**src/rtl/i2c_to_pkg.sv**
```systemverilog
package i2c_to_pkg;
  typedef struct packed {
    logic start;
    logic stop;
    logic scl_fall;
    logic reload;
  } restart_src_t;
endpackage

```
**src/rtl/i2c_to_restart.sv**
```systemverilog
module i2c_to_restart
  import i2c_to_pkg::*;
#(
  parameter int SYNC_STAGES = 2
) (
  input  logic         clk,
  input  logic         rst_n,
  input  logic         scl_in,
  input  logic         start_wr,
  input  logic         stop_wr,
  input  logic         to_wr,
  output restart_src_t src,
  output logic         restart
);
  localparam int ChainW = SYNC_STAGES + 1;

  logic [ChainW-1:0] chain;

  // Idle bus level is high, so the chain resets to ones to avoid a false edge.
  always_ff @(posedge clk) begin
    if (!rst_n) chain <= '1;
    else        chain <= {chain[ChainW-2:0], scl_in};
  end

  always_comb begin
    src.start    = start_wr;
    src.stop     = stop_wr;
    src.reload   = to_wr;
    src.scl_fall = chain[ChainW-1] & ~chain[ChainW-2];
    restart      = |src;
  end
endmodule

```
**src/rtl/i2c_to_counter.sv**
```systemverilog
module i2c_to_counter #(
  parameter int TO_W = 8
) (
  input  logic            clk,
  input  logic            rst_n,
  input  logic [TO_W-1:0] to_val,
  input  logic            bit_tick,
  input  logic            restart,
  output logic            expire
);
  logic [TO_W-1:0] cnt;
  logic            armed;
  logic            disabled;

  assign disabled = (to_val == '0);
  assign expire   = armed & bit_tick & ~restart & ~disabled & (cnt == to_val);

  always_ff @(posedge clk) begin
    if (!rst_n) begin
      cnt   <= '0;
      armed <= 1'b1;
    end else if (restart) begin
      cnt   <= '0;
      armed <= 1'b1;
    end else if (disabled) begin
      cnt   <= '0;
    end else if (armed && bit_tick) begin
      if (cnt == to_val) armed <= 1'b0;
      else               cnt   <= cnt + 1'b1;
    end
  end
endmodule

```
**src/rtl/i2c_to_flag.sv**
```systemverilog
module i2c_to_flag (
  input  logic clk,
  input  logic rst_n,
  input  logic expire,
  input  logic flag_clr,
  output logic flag
);
  always_ff @(posedge clk) begin
    if (!rst_n)        flag <= 1'b0;
    else if (expire)   flag <= 1'b1;
    else if (flag_clr) flag <= 1'b0;
  end
endmodule

```
**src/rtl/i2c_bus_timeout.sv**
```systemverilog
module i2c_bus_timeout
  import i2c_to_pkg::*;
#(
  parameter int TO_W        = 8,
  parameter int SYNC_STAGES = 2
) (
  input  logic            clk,
  input  logic            rst_n,
  input  logic [TO_W-1:0] to_val,
  input  logic            to_wr,
  input  logic            bit_tick,
  input  logic            scl_in,
  input  logic            start_wr,
  input  logic            stop_wr,
  input  logic            flag_clr,
  output logic            timeout_flag
);
  restart_src_t src;
  logic         restart;
  logic         expire;

  i2c_to_restart #(.SYNC_STAGES(SYNC_STAGES)) u_restart (
    .clk(clk), .rst_n(rst_n), .scl_in(scl_in), .start_wr(start_wr),
    .stop_wr(stop_wr), .to_wr(to_wr), .src(src), .restart(restart)
  );

  i2c_to_counter #(.TO_W(TO_W)) u_counter (
    .clk(clk), .rst_n(rst_n), .to_val(to_val), .bit_tick(bit_tick),
    .restart(restart), .expire(expire)
  );

  i2c_to_flag u_flag (
    .clk(clk), .rst_n(rst_n), .expire(expire), .flag_clr(flag_clr),
    .flag(timeout_flag)
  );
endmodule

```
**config.mk**
```make
export PLATFORM = sky130hd
export DESIGN_NAME = i2c_bus_timeout
export DESIGN_NICKNAME = d
export VERILOG_FILES = /design/src/rtl/i2c_to_pkg.sv /design/src/rtl/i2c_to_restart.sv /design/src/rtl/i2c_to_counter.sv /design/src/rtl/i2c_to_flag.sv /design/src/rtl/i2c_bus_timeout.sv
export SDC_FILE = /design/constraint.sdc
export NUM_CORES = 1
export LEC_CHECK = 0
export BUFFER_PORTS_ARGS = -buffer_cell sky130_fd_sc_hd__buf_2
export CAP_MARGIN = 20
export CORE_MARGIN = 2
export CORE_UTILIZATION = 45
export CTS_CLUSTER_DIAMETER = 80
export CTS_CLUSTER_SIZE = 24
export DETAILED_ROUTE_END_ITERATION = 8
export PLACE_DENSITY = 0.69
export SLEW_MARGIN = 20
export SYNTH_ARGS = -nofsm -noshare
export SYNTH_HDL_FRONTEND = slang
export SYNTH_SLANG_ARGS = --single-unit
```
**constraint.sdc**
```tcl
create_clock -name clk -period 1.6 [get_ports clk]
set_input_delay 0.24 -clock clk [delete_from_list [all_inputs] [get_ports clk]]
set_output_delay 0.24 -clock clk [all_outputs]
set_load 0.01 [all_outputs]
```
# ---- Word level (Yosys, flattened, before mapping)
# Index checks and enable logic that the tools add are counted.
dict set report op_classes {
  add_sub_neg 1
  eq_ne 1
  mux 2
  n_bitwise 10
  n_reduce_logical 8
}
# op n
set op_table {}
lappend op_table {{$add A8 B1 Y8 const B} 1}
lappend op_table {{$eq A8 B8 Y1} 1}
lappend op_table {{$logic_not A8 Y1} 1}
lappend op_table {{$reduce_or A6 Y1} 1}
lappend op_table {{$and A1 B1 Y1} 5}
lappend op_table {{$not A1 Y1} 5}
lappend op_table {{$reduce_or A5 Y1} 1}
lappend op_table {{$reduce_or A4 Y1} 1}
lappend op_table {{$reduce_and A3 Y1} 1}
lappend op_table {{$mux W1} 2}
lappend op_table {{$reduce_and A2 Y1} 1}
lappend op_table {{$reduce_bool A2 Y1} 1}
lappend op_table {{$logic_and A1 B1 Y1} 1}
dict set report word_totals {
  regBits 13
  in_bits 16
  out_inout_bits 1
  wordCells 26
}

# ---- Longest topological paths before layout
dict set report logic_depth {
  word_depth 8
  depth_mapped 6
  depth_no_buf 5
}

# ---- Cells and area by module
# A second synthesis with hierarchy kept.
dict set report unflattened {
  hier_cells 84
  area_unflattened_um2 783.3
}
# mod n_inst cells_each area_per_inst_um2 seq_area_each_um2
set by_module_without_submodules {}
lappend by_module_without_submodules {i2c_to_counter 1 70 619.3 180.2}
lappend by_module_without_submodules {i2c_to_restart 1 11 122.6 60.1}
lappend by_module_without_submodules {i2c_to_flag 1 3 41.3 20.0}

# ---- Least setup slack after synthesis
# No wires, ideal clock.
dict set report synth_timing {
  kind {reg2reg}
  from {register u_counter.cnt[3]}
  to {register u_counter.cnt[6]}
  setup_time_ps 59
  arrival_ps 1411
  t_required_ps 1541
  setup_slack_ps 129
  stages_incl_launch_ff 6
  path_buffers 0
  period_less_slack_ps 1471
  cell_sequence {dfxtp_1 > xor2_1 > nor4_4 > a21boi_2 > a211o_1 > nand2_1}
}
dict set report synth_between {
  elab_chain_cells 3
  elab_cells_between_ends 4
  cone_classes {1 x add/sub; 1 x eq/ne; 1 x bitwise; 1 x reduce/logical}
}
# item line_no
set synth_rtl {}
lappend synth_rtl {{start, declared} i2c_to_counter.sv:11} ;# logic [TO_W-1:0] cnt;
lappend synth_rtl {{start signal, assigned} i2c_to_counter.sv:29} ;# else cnt <= cnt + 1'b1;
lappend synth_rtl {{parallel branches: the longest is 3 deep, another holds $add A8 B1 Y8} --}
# Parallel ways; which one is timed is not known.
# A chain may end at the register's enable or synchronous reset.

# ---- Worst setup path in the final report
dict set report layout_timing {
  from {register u_counter.cnt[7]}
  to {register u_counter.armed}
}
dict set report layout_between {
  elab_chain_cells 2
}
# item line_no
set layout_rtl {}
lappend layout_rtl {{$eq A8 B8 Y1} i2c_to_counter.sv:28} ;# if (cnt == to_val) armed <= 1'b0;
lappend layout_rtl {{$reduce_and A3 Y1 (no source line)} --}
lappend layout_rtl {{end signal, assigned} i2c_to_counter.sv:21} ;# armed <= 1'b1;
lappend layout_rtl {{end signal, assigned} i2c_to_counter.sv:24} ;# armed <= 1'b1;
lappend layout_rtl {{end signal, assigned} i2c_to_counter.sv:28}
lappend layout_rtl {{end, declared} i2c_to_counter.sv:12} ;# logic armed;
# Every way passes these cells.

==> parameters.txt <==
Parameter                              Value

Synthesis
  Most common library cells after synthesis ... sky130_fd_sc_hd__dfxtp_1, sky130_fd_sc_hd__nor2_1, sky130_fd_sc_hd__xor2_1
  Area leader, netlist ... sky130_fd_sc_hd__dfxtp_1
  Gate Count Post-Synth ... 74
  Syn nets ... 91
  Proportion of synthesized chip area in sequential cells ... 36.7%
  Number of synthesized flops with an enable pin ... 0
  Fraction of registers with async set or reset after synthesis ... 0%
  Distinct cell type count of the synthesized netlist ... 25
  Warning count from the yosys run ... 0
  Yosys reg bits ... 13
  Post-Syn Area ... 709 µm²
  Average cell area after synthesis ... 9.59 µm²
  Proportion of netlist area held by the largest area contributor ... 36.7%
  Largest cells by area after synthesis ... sky130_fd_sc_hd__dfxtp_1, sky130_fd_sc_hd__xor2_1, sky130_fd_sc_hd__xnor2_1
  Top-count cell post-synth ... sky130_fd_sc_hd__dfxtp_1
  Most frequently used flop master after synthesis ... sky130_fd_sc_hd__dfxtp_1

Timing
  Final critical-path setup slack ... 0.0904 ns
  Max Fclk ... 662 MHz
  Transition at the pin with the smallest max-transition slack ... 0.360 ns
  Slew Limit Headroom ... 75.7%
  Final Hold Fails ... 0
  RSZ-0062 raised after global routing ... yes
  Final count of negative-setup-slack endpoints ... 0
  Clock Skew ... 0.00475 ns
  Hold_ws ... 0.160 ns
  Final Max Tran Viols ... 0
  Min Tclk post-route ... 1.51 ns
  Final worst-path cycle share ... 94.4%

Placement
  Pre-CTS WS ... -0.0385 ns
  Dpl hpwl ... 1100 µm
  Port buffer count ... 16
  Routability congestion estimate from global placement ... 0.740

Power
  Register share of total power ... 55.6%
  Switching pwr ... 0.136 mW
  Static power due to leakage ... 0.380 nW
  Largest voltage drop on the vdd net ... 414 µV
  Power per standard cell area ... 656 nW/µm²
  Internal power ... 0.454 mW
  Combinational power share ... 10.3%
  Clock group share of total power ... 34.1%
  Switching share of total power ... 23.1%

CTS
  Number of sinks driven by the clock tree ... 13
  Number of post-CTS setup repair buffers ... 0
  # resized after CTS ... 0
  TritonCTS buffer count ... 3
  Master cell of the clock root buffer ... sky130_fd_sc_hd__clkbuf_4
  Max Buffers Root-to-Sink ... 2
  Skew-Pair Late Insertion Delay ... 0.28 ns
  Clock Pin Slew Worst Setup and Hold Paths ... 0.08 ns
  Number of H-tree levels ... 1
  Clock tree from TritonCTS ... done
  Post-CTS Hold Fix Bufs ... 0

Layout
  Utilization after layout ... 60.3%
  Area overhead of the layout relative to synthesis ... 26.6%
  Fillcell total ... 141
  # diodes ... 0
  Nets ... 119
  Fraction of final layout cells sized beyond drive strength 1 ... 35.6%

Critical path
  Critical path launch point type ... flip-flop
  Crit-path max FO ... 5
  Slowest stage delay, CP ... 0.35 ns
  Worst path slowest cell ... sky130_fd_sc_hd__nor4_4
  Endpoint class of the critical path ... flip-flop
  Setup CP Type ... reg -> reg
  Arrival time at the worst endpoint ... 1.69 ns
  Cells along the critical path ... xor2_2, nor4_4, buf_4, and2_1, nand4_1, o21a_1
  Required @ worst endpoint ... 1.78 ns

Global route
  Global-route wire length before repair ... 2190 µm
  Pin count of the biggest net entering global routing ... 8
  Initial antenna violation count ... 0
  Vias in the first global route ... 554
  Overflow left after global routing ... 0
  GR Util All Layers ... 15.8%

Routing
  Average wire per cell in the routed design ... 11.2 µm
  DRC violation total after the first TritonRoute iteration ... 3
  DRC violations left ... 0
  Number of detailed-route iterations in the first pass ... 3
  Vias per Instance ... 5.03
  Wire length reported by the detailed router ... 1310 µm
  Via count ... 589
  Final ANT Viol Nets ... 0

Flow run
  Max capacitance violation total ... 0

Floorplanning
  Die extent in y ... 43.7 µm
  X dimension of the die ... 43.7 µm
  Count of boundary I/O pins ... 17
  Number of rows created at floorplan ... 14
  Die area ... 1910 µm²
  Starting density of the core ... 47.6%
  Core region area ... 1490 µm²

Run status
  Status ... finished clean

Min path
  Tightest Hold Check Type ... in -> reg
## layer usage
layer  wire length [µm]  GRT usage [%]
met1                590           18.6
met2                608           26.2
met3                 75           2.50
met4                 38           10.9
met5                  0              0
## power groups by stage
stage	Clock, mW	Combinational [mW]	Sequential (mW)
floorplan	0	0.0320	0.335
global placement	0	0.0584	0.335
detailed placement	0	0.0601	0.335
CTS	0.207	0.0602	0.328
global route	0.220	0.0674	0.328
finish	0.201	0.0609	0.328
## final timing paths
| kind | start | to | slack (ns) | depth (start not counted) |
|---|---|---|---|---|
| min reg2reg | u_restart.chain[0]$_SDFF_PN1_ | u_restart.chain[1]$_SDFF_PN1_ | 0.41 | 1 |
| max reg2reg | u_counter.cnt[7]$_SDFFE_PP0P_ | u_counter.armed$_SDFFE_PP1P_ | 0.09 | 6 |
| max | u_counter.cnt[7]$_SDFFE_PP0P_ | u_counter.armed$_SDFFE_PP1P_ | 0.09 | 6 |
| min | scl_in | u_restart.chain[0]$_SDFF_PN1_ | 0.16 | 2 |
## sequential cells by signal (all words and copies together), names as in the netlist
| register | cells |
|---|---|
| u_flag.flag | 1 |
| u_counter.cnt | 8 |
| u_counter.armed | 1 |
| u_restart.chain | 3 |
## cells in the final DEF, fill, tap and decap left out, types with 3 or more instances in the layout
| master | count |
|---|---|
| sky130_fd_sc_hd__clkbuf_4 | 3 |
| sky130_fd_sc_hd__dfxtp_1 | 11 |
| sky130_fd_sc_hd__xnor2_1 | 5 |
| sky130_fd_sc_hd__nand4_1 | 4 |
| sky130_fd_sc_hd__xor2_1 | 7 |
| sky130_fd_sc_hd__or2b_1 | 3 |
| sky130_fd_sc_hd__nor2_1 | 8 |
| sky130_fd_sc_hd__nand3_1 | 3 |
| sky130_fd_sc_hd__buf_2 | 16 |
| sky130_fd_sc_hd__nand2_1 | 6 |
| sky130_fd_sc_hd__buf_4 | 8 |
## metrics by stage
stage / std cells / total power, mW / cell area, µm² / setup TNS (ns)
4_1_cts: 117 / 0.595 / 885 / 0
5_1_grt: 117 / 0.616 / 898 / -0.00553
3_3_place_gp: 113 / 0.394 / 858 / 0
2_1_floorplan: 74 / 0.367 / 709 / 0
3_5_place_dp: 113 / 0.396 / 858 / -0.0722
6_report: 117 / 0.590 / 898 / 0
## layout make-up
cell class / count / area [µm²] / area share [%]
timing repair buffer: 24 / 140 / 15.6
tap: 16 / 20.0 / 2.23
inverter: 2 / 7.51 / 0.836
clock buffer: 4 / 26.3 / 2.92
sequential: 13 / 263 / 29.2
multi-input combinational: 58 / 442 / 49.2
## cell families (layout without fill, tap and decap cells)
logic type                 count (synthesis)  after routing  synth area share, %
muxes                                      1              1                 1.41
buffers and inverters                      3             30                 2.65
and+or+nand+nor                           34             34                 30.2
AOI/OAI and AO/OA                          9              9                 11.3
adders and majority gates                  1              1                 1.76
xor gates and xnor gates                  13             13                 16.0
DFF                                       13             13                 36.7
## critical path: cells and delay by family, from the launching register on
family / cells / cell delay [ns]
flops: 1 / 0.34
buf+inv: 1 / 0.21
xor+xnor: 1 / 0.15
compound gates: 1 / 0.13
simple gates: 3 / 0.58
Power figures use the tool's default switching activity.
